===== src/rtl/sobel_edge_pkg.sv =====
// Package: shared sizes, axis selector and kernel coefficient function for
// the Sobel gradient threshold unit. Assumes a square 3x3 window, row-major.
package sobel_edge_pkg;

    localparam int PIX_W      = 8;
    localparam int WIN_SIDE   = 3;
    localparam int N_TAPS     = WIN_SIDE * WIN_SIDE;
    localparam int PIPE_DEPTH = 3;
    localparam int EDGE_THRESH = 4000;

    typedef enum logic {
        AXIS_X = 1'b0,   // left-to-right difference
        AXIS_Y = 1'b1    // top-to-bottom difference
    } axis_e;

    // Sobel weight of tap idx for the given axis: the sign follows the
    // column (X) or row (Y), and the weight doubles on the middle row/column.
    function automatic int tap_coef(axis_e ax, int idx);
        int row;
        int col;
        int mag;
        int dir;
        row = idx / WIN_SIDE;
        col = idx % WIN_SIDE;
        if (ax == AXIS_X) begin
            mag = (row == 1) ? 2 : 1;
            dir = col - 1;
        end else begin
            mag = (col == 1) ? 2 : 1;
            dir = row - 1;
        end
        return mag * dir;
    endfunction

endpackage


===== src/rtl/sobel_axis_lane.sv =====
// Module: one gradient lane. Stage 1 registers the nine weighted taps of the
// window, and stage 2 registers their signed sum. Assumes unsigned pixels
// packed row-major with tap 0 in the low bits. The result is valid two edges
// after the window is presented.
module sobel_axis_lane #(
    parameter int                    PIX_W = sobel_edge_pkg::PIX_W,
    parameter sobel_edge_pkg::axis_e AXIS  = sobel_edge_pkg::AXIS_X
) (
    input  logic                              clk,
    input  logic                              rst_n,
    input  logic [sobel_edge_pkg::N_TAPS*PIX_W-1:0] win,
    output logic signed [PIX_W+2:0]           grad
);

    localparam int N_TAPS = sobel_edge_pkg::N_TAPS;
    localparam int GRAD_W = PIX_W + 3;

    logic signed [GRAD_W-1:0] prod_d [N_TAPS];
    logic signed [GRAD_W-1:0] prod_q [N_TAPS];
    logic signed [GRAD_W-1:0] sum_d;
    logic signed [GRAD_W-1:0] grad_q;

    // Per-tap constant weighting; the coefficient is fixed at elaboration.
    for (genvar k = 0; k < N_TAPS; k++) begin : g_tap
        localparam logic signed [GRAD_W-1:0] COEF =
            GRAD_W'(sobel_edge_pkg::tap_coef(AXIS, k));
        logic signed [GRAD_W-1:0] pix_ext;
        assign pix_ext   = signed'({{(GRAD_W-PIX_W){1'b0}}, win[k*PIX_W +: PIX_W]});
        assign prod_d[k] = pix_ext * COEF;
    end

    // Stage 1: hold the weighted taps.
    always_ff @(posedge clk) begin
        if (!rst_n) begin
            for (int k = 0; k < N_TAPS; k++) prod_q[k] <= '0;
        end else begin
            for (int k = 0; k < N_TAPS; k++) prod_q[k] <= prod_d[k];
        end
    end

    // Adder tree input: sum of the held taps.
    always_comb begin
        sum_d = '0;
        for (int k = 0; k < N_TAPS; k++) sum_d = sum_d + prod_q[k];
    end

    // Stage 2: hold the gradient.
    always_ff @(posedge clk) begin
        if (!rst_n) grad_q <= '0;
        else        grad_q <= sum_d;
    end

    assign grad = grad_q;

endmodule


===== src/rtl/sobel_mag_thresh.sv =====
// Module: squares both signed gradients, adds the squares and compares the
// sum with THRESH, then registers the binary edge pixel. Assumes the
// gradients fit GRAD_W bits. The output is forced to zero when the stage is
// not carrying valid data.
module sobel_mag_thresh #(
    parameter int PIX_W  = sobel_edge_pkg::PIX_W,
    parameter int GRAD_W = PIX_W + 3,
    parameter int THRESH = sobel_edge_pkg::EDGE_THRESH
) (
    input  logic                     clk,
    input  logic                     rst_n,
    input  logic                     stage_valid,
    input  logic signed [GRAD_W-1:0] gx,
    input  logic signed [GRAD_W-1:0] gy,
    output logic [PIX_W-1:0]         edge_pix
);

    localparam int SQ_W = 2 * GRAD_W;

    logic signed [SQ_W-1:0] gx_w;
    logic signed [SQ_W-1:0] gy_w;
    logic signed [SQ_W-1:0] sq_x;
    logic signed [SQ_W-1:0] sq_y;
    logic        [SQ_W-1:0] mag_sq;
    logic                   over;
    logic [PIX_W-1:0]       pix_q;

    // Sign-extend, square, add and compare (strictly greater).
    always_comb begin
        gx_w   = SQ_W'(gx);
        gy_w   = SQ_W'(gy);
        sq_x   = gx_w * gx_w;
        sq_y   = gy_w * gy_w;
        mag_sq = $unsigned(sq_x) + $unsigned(sq_y);
        over   = mag_sq > SQ_W'(THRESH);
    end

    // Stage 3: register white/black, black for empty slots.
    always_ff @(posedge clk) begin
        if (!rst_n)                   pix_q <= '0;
        else if (stage_valid && over) pix_q <= {PIX_W{1'b1}};
        else                          pix_q <= '0;
    end

    assign edge_pix = pix_q;

endmodule


===== src/rtl/sobel_valid_delay.sv =====
// Module: shift register that carries the valid strobe beside the data
// pipeline and exposes every tap. Assumes DEPTH >= 2.
module sobel_valid_delay #(
    parameter int DEPTH = sobel_edge_pkg::PIPE_DEPTH
) (
    input  logic             clk,
    input  logic             rst_n,
    input  logic             vin,
    output logic [DEPTH-1:0] taps
);

    logic [DEPTH-1:0] sr_q;

    // Shift the strobe one stage per cycle, clearing on reset.
    always_ff @(posedge clk) begin
        if (!rst_n) sr_q <= '0;
        else        sr_q <= {sr_q[DEPTH-2:0], vin};
    end

    assign taps = sr_q;

endmodule


===== src/rtl/sobel_edge_thresh.sv =====
// Module: top of the Sobel gradient threshold unit. Runs two gradient lanes
// in parallel on the same window, feeds both into the squared-magnitude
// comparator, and aligns the valid strobe with a matching delay line.
// Latency is three cycles. Assumes a single clock and a synchronous
// active-low reset.
module sobel_edge_thresh #(
    parameter int PIX_W  = sobel_edge_pkg::PIX_W,
    parameter int THRESH = sobel_edge_pkg::EDGE_THRESH
) (
    input  logic                                   clk,
    input  logic                                   rst_n,
    input  logic                                   in_valid,
    input  logic [sobel_edge_pkg::N_TAPS*PIX_W-1:0] in_win,
    output logic                                   out_valid,
    output logic [PIX_W-1:0]                       out_pix
);

    localparam int GRAD_W = PIX_W + 3;
    localparam int DEPTH  = sobel_edge_pkg::PIPE_DEPTH;
    localparam int N_AXES = 2;

    logic [N_AXES-1:0][GRAD_W-1:0] grad_pk;
    logic signed [GRAD_W-1:0]      gx_s;
    logic signed [GRAD_W-1:0]      gy_s;
    logic [DEPTH-1:0]              vld_taps;

    // One lane per axis; the lane index selects the kernel.
    for (genvar a = 0; a < N_AXES; a++) begin : g_axis
        logic signed [GRAD_W-1:0] lane_grad;
        sobel_axis_lane #(
            .PIX_W (PIX_W),
            .AXIS  (sobel_edge_pkg::axis_e'(a))
        ) lane_i (
            .clk   (clk),
            .rst_n (rst_n),
            .win   (in_win),
            .grad  (lane_grad)
        );
        assign grad_pk[a] = lane_grad;
    end

    assign gx_s = signed'(grad_pk[0]);
    assign gy_s = signed'(grad_pk[1]);

    // Valid delay line matching the three data stages.
    sobel_valid_delay #(
        .DEPTH (DEPTH)
    ) vld_i (
        .clk   (clk),
        .rst_n (rst_n),
        .vin   (in_valid),
        .taps  (vld_taps)
    );

    // Squared magnitude and threshold; uses the stage-2 strobe.
    sobel_mag_thresh #(
        .PIX_W  (PIX_W),
        .GRAD_W (GRAD_W),
        .THRESH (THRESH)
    ) mag_i (
        .clk         (clk),
        .rst_n       (rst_n),
        .stage_valid (vld_taps[DEPTH-2]),
        .gx          (gx_s),
        .gy          (gy_s),
        .edge_pix    (out_pix)
    );

    assign out_valid = vld_taps[DEPTH-1];

endmodule


===== config.mk =====
export PLATFORM = sky130hd
export DESIGN_NAME = sobel_edge_thresh
export DESIGN_NICKNAME = d
export VERILOG_FILES = /design/src/rtl/sobel_edge_pkg.sv /design/src/rtl/sobel_axis_lane.sv /design/src/rtl/sobel_mag_thresh.sv /design/src/rtl/sobel_valid_delay.sv /design/src/rtl/sobel_edge_thresh.sv
export SDC_FILE = /design/constraint.sdc
export NUM_CORES = 1
export LEC_CHECK = 0
export CAP_MARGIN = 20
export CORE_MARGIN = 5
export CORE_UTILIZATION = 45
export CTS_CLUSTER_SIZE = 10
export DETAILED_ROUTE_END_ITERATION = 8
export PLACE_DENSITY = 0.63
export SKIP_LAST_GASP = 1
export SYNTH_ARGS = -nofsm -noshare
export SYNTH_HDL_FRONTEND = slang
export SYNTH_SLANG_ARGS = --single-unit
export TNS_END_PERCENT = 30

===== constraint.sdc =====
create_clock -name clk -period 8.56 [get_ports clk]
set_input_delay 1.712 -clock clk [delete_from_list [all_inputs] [get_ports clk]]
set_output_delay 1.712 -clock clk [all_outputs]
set_load 0.02 [all_outputs]

After elaboration in Yosys (flattened, before gate mapping)

Memories as Yosys holds them, arrays and structs flattened.
Index checks and enable logic that the tools add are counted.

Flip-flop bits (word level): 33
Memory bits (writable): 198
Input port bits: 75
Output and inout port bits: 9
Word-level logic and storage cells: 71
Memories kept: 2

$add $sub $neg: 22
Multipliers: 2
$lt $le $gt $ge: 1
Multiplexer cells: 21
Bitwise operators: 18
Reductions and logical operators: 1

Memories:

| name                    | depth | bits a word | rd ports | clocked after memory_dff | wr ports | RTL line              | text |
|---|---|---|---|---|---|---|---|
| g_axis[0].lane_i.prod_q | 9     | 11          | 9        | 0                        | 9        | sobel_axis_lane.sv:19 | `logic signed [GRAD_W-1:0] prod_q [N_TAPS];` |
| g_axis[1].lane_i.prod_q | 9     | 11          | 9        | 0                        | 9        | sobel_axis_lane.sv:19 |  |

Operators by type and width:

| cell                                                                               | count |
|---|---|
| 11-bit two-way mux                                                                 | 18 |
| 11-bit adder                                                                       | 16 |
| 11-bit by 11-bit multiplier with 22-bit output                                     | 2 |
| 8-bit negation with 11-bit output                                                  | 3 |
| 22-bit adder                                                                       | 1 |
| 22-bit by 12-bit greater-than comparator with 1-bit output (second input constant) | 1 |
| 8-bit negation with 10-bit output                                                  | 2 |
| 1-bit bitwise OR                                                                   | 18 |
| 8-bit two-way mux                                                                  | 1 |
| 1-bit two-way mux                                                                  | 2 |
| 1-bit logical AND                                                                  | 1 |

Longest topological paths before layout

An unclocked memory read counts as a cell.

Word-level depth: 9
Depth in mapped cells: 24

By module

From an unflattened synthesis, not the netlist that was laid out.

Cells, all modules: 1701
Area total of the unflattened synthesis: 15952.8 um^2

By module, submodules not included:

| module            | instances | cells each | area each (um^2) | sequential area each (um^2) |
|---|---|---|---|---|
| sobel_mag_thresh  | 1         | 955        | 8862.2           | 20.0 |
| sobel_axis_lane   | 2         | 370        | 3505.9           | 1341.3 |
| sobel_valid_delay | 1         | 6          | 78.8             | 60.1 |

Worst setup path before layout

No wires, ideal clock.

Path type: register to register
From: register g_axis[1].lane_i.grad_q[0]
To: register mag_i.pix_q[6] (netlist: mag_i.edge_pix[6])
Library setup time: 0.137 ns
Arrival time: 6.105 ns
Required time: 8.423 ns
Path slack: 2.318 ns
Stages on the path, launching flop included: 21
Period minus slack after synthesis: 6.242 ns
Path through: dfxtp_1 > clkbuf_1 > nand2_1 > inv_1 > fa_1 > inv_1 > fa_1 > inv_1 > fa_1 > fa_1 > fa_1 > fa_1 > inv_1 > fa_1 > inv_1 > ha_1 > a21oi_1 > nand3_1 > or4_1 > a32oi_1 > a41oi_1

Longest elaborated chain between the ends: 5

Ends and longest elaborated chain:

| element                                                    | RTL line               | text |
|---|---|---|
| start, declared                                            | sobel_axis_lane.sv:21  | `logic signed [GRAD_W-1:0] grad_q;` |
| start signal, assigned                                     | sobel_axis_lane.sv:50  | `else grad_q <= sum_d;` |
| 11-bit by 11-bit multiplier with 22-bit output             | sobel_mag_thresh.sv:33 | `sq_y = gy_w * gy_w;` |
| 22-bit adder                                               | sobel_mag_thresh.sv:34 | `mag_sq = $unsigned(sq_x) + $unsigned(sq_y);` |
| 22-bit by 12-bit greater-than comparator with 1-bit output | sobel_mag_thresh.sv:35 | `over = mag_sq > SQ_W'(THRESH);` |
| 1-bit logical AND                                          | sobel_mag_thresh.sv:41 | `else if (stage_valid && over) pix_q <= {PIX_W{1'b1}};` |
| 8-bit two-way mux                                          | sobel_mag_thresh.sv:41 |  |
| end signal, assigned                                       | sobel_mag_thresh.sv:41 |  |
| end, declared                                              | sobel_mag_thresh.sv:26 | `logic [PIX_W-1:0] pix_q;` |

No other way between the ends.
A chain may end at the register's enable or synchronous reset.

Worst setup path after layout

From: register g_axis[1].lane_i.grad_q[10]
To: register mag_i.pix_q[6] (netlist: mag_i.edge_pix[6])

Same word-level chain as after synthesis.

==> results.cfg <==
[placed_design]
place.gp.congestion = 0.8724
dp_hpwl_mm = 25.10
io_buffers = 75
dp_slack_ns = 1.457

[logic_synthesis]
netlist_instances = 1515
async_flop_share_pct = 0
ys.flop_type = dfxtp_1
synthDistinctLibCells = 51
syn_nets = 2008
synth_edf_count = 0
synthesis.area_um2 = 14620
ys_seq_elements = 116
ys_warn_count = 0
ys_seq_area_share_pct = 15.88
avgSynthCellArea_um2 = 9.651

[die]
row_count = 66
core_area_um2 = 32290
die_w_um = 190.3
dieArea_um2 = 36200
fp.dieH_um = 190.3
pin_count = 84
start_util_pct = 45.28

[clocking]
post_cts_buffers = 0
cts-htree-levels = 4
post_cts_resize_count = 0
clk_latency_ns = 0.43
holdBufCountCts = 0
path_clk_slew_ns = 0.07
cts-root-buf = clkbuf_16
clock-sinks = 116
cts_tree = yes
numCtsBuffers = 17
clockBufferDepth = 2

[detailed_routing]
viasPerCell = 4.607
wl_per_cell_um = 14.39
dr.pass1.iters = 4
num_vias = 9353
drc = 0
postRouteAntennaNets = 0
drt-total-wl_mm = 29.20
drt_iter0_markers = 317

[sta]
slew_headroom_pct = 41.12
finClkSkew_ns = 0.02709
fin_tns_setup_ns = 0
period_share_pct = 83.53
setup_violations = 0
tightest_slew_ns = 0.8764
clock.fmax_mhz = 139.9
slew_violations = 0
fin_crit_ns = 7.150
hold_viol_final = 0
rsz0062_at_grt = false
final.setup.worst_slack_ns = 1.410

[cells_and_area]
mostFrequentLayoutCells = inv_1 (429), fa_1 (301), ha_1 (117)
final_common_cell = inv_1
antenna_cells = 0
multi_input_comb_area_um2 = 10520
nets = 2068
nFillCells = 2929
area_growth_pct = 12.06
drive_above_1_share_pct = 3.023
seq_area_um2 = 2322

[global_route]
grt_overflow = 0
gr-usage-all-layers_pct = 17.66
antenna_found_initial = 0
grt_max_degree = 65
grt_first_pass_wirelength_mm = 51.26
grt_pass1_vias = 10430

[critical_path]
crit_arrival_ns = 7.45
cp-end-kind = flip-flop
crit_path_start_kind = flip-flop
crit_fanout = 20
path_class = flip-flop to flip-flop
required_ns = 8.86

[min_path]
hold_path_class = flip-flop to flip-flop

[job]
maxCapViolCount = 0

[status]
status = finished clean
==> metrics by stage <==
| stage | hold WS, ns | instance area, um^2 | instances | util [%] |
|---|---|---|---|---|
| after floorplan | 0.4039 | 14620 | 1515 | - |
| after CTS | 0.4359 | 16380 | 2030 | 50.74 |
| after global routing | 0.4389 | 16380 | 2030 | 50.74 |
| after global placement | 0.4187 | 15790 | 1998 | 48.89 |
| final | 0.4315 | 16380 | 2030 | 50.74 |
| after detailed placement | 0.4223 | 15790 | 1998 | 48.89 |
==> state kept, by name, summed over array words and instances (netlist names) <==
register / flops
g_axis.lane_i.grad: 21
mag_i.edge_pix: 1
vld_i.taps: 3
g_axis.lane_i.prod_q: 91
==> cell families (layout without fill, tap and decap cells) <==
| group | Yosys count | count (layout) | synth area share [%] |
|---|---|---|---|
| buffers and inverters | 468 | 541 | 12.19 |
| adders and majority gates | 418 | 418 | 51.22 |
| and+or+nand+nor | 345 | 345 | 11.85 |
| DFF | 116 | 116 | 15.88 |
| AOI/OAI and AO/OA | 87 | 87 | 3.979 |
| xor gates and xnor gates | 79 | 79 | 4.732 |
| muxes | 2 | 2 | 0.1369 |
==> worst max-delay path: stages, from the launching register on <==
cell	delay, ns
dfxtp_1	0.85
nand2_1	0.30
inv_1	0.48
fa_1	0.50
inv_1	0.07
fa_1	0.41
inv_1	0.08
fa_1	0.44
fa_1	0.48
fa_1	0.52
fa_1	0.55
inv_1	0.05
fa_1	0.53
inv_1	0.04
ha_1	0.36
a21oi_1	0.25
nand3_1	0.20
or4_1	0.55
a32oi_1	0.24
a41oi_1	0.14
==> path summary, 6_finish.rpt <==
kind | start | end | slack [ns] | cells past startpoint
worst max-delay path | g_axis[1].lane_i.grad[10] | mag_i.edge_pix[6] | 1.41 | 19
worst min register to register | vld_i.taps[0] | vld_i.taps[1] | 0.43 | 1
worst max register to register | g_axis[1].lane_i.grad[10] | mag_i.edge_pix[6] | 1.41 | 19
worst min-delay path | vld_i.taps[0] | vld_i.taps[1] | 0.43 | 1
==> routing by layer <==
metal  vias to the layer above  GRT usage, %  share of wire, %  wire length (um)
li1                       4530             -                 -                 -
met1                      4599         23.92                45             13210
met2                       181         29.98                48             14130
met3                        43         2.783               4.2              1214
met4                         0         4.420               2.2               653
met5                         -             0                 0                 0
==> cells in the mapped netlist, drive strengths merged, types with 4 or more instances <==
library cell / number / area (um^2)
a21o: 12 / 92.59
a21oi: 24 / 123.9
a31oi: 5 / 31.28
and2: 88 / 550.5
buf: 7 / 52.55
clkbuf: 31 / 116.4
dfxtp: 116 / 2322
fa: 301 / 6026
ha: 117 / 1464
inv: 430 / 1614
nand2: 73 / 276.5
nand2b: 15 / 93.84
nand3: 7 / 35.03
nor2: 96 / 360.4
nor2b: 27 / 168.9
nor3: 14 / 70.07
nor4: 10 / 62.56
o21a: 4 / 30.03
o21ai: 21 / 105.1
or3: 4 / 25.02
or4: 5 / 37.54
xnor2: 52 / 455.4
xor2: 27 / 236.5
==> area by class of cell <==
type | count | share of cell area, %
well taps | 442 | 3.375
clock inverters | 15 | 1.054
repair buffers | 79 | 4.765
multi-input cells | 931 | 64.18
inverters | 430 | 9.851
flip-flops and latches | 116 | 14.17
clock buffers | 17 | 2.596
Power is not shown: default switching activity piles up to over one toggle a cycle in this logic, so the estimate is an artifact.
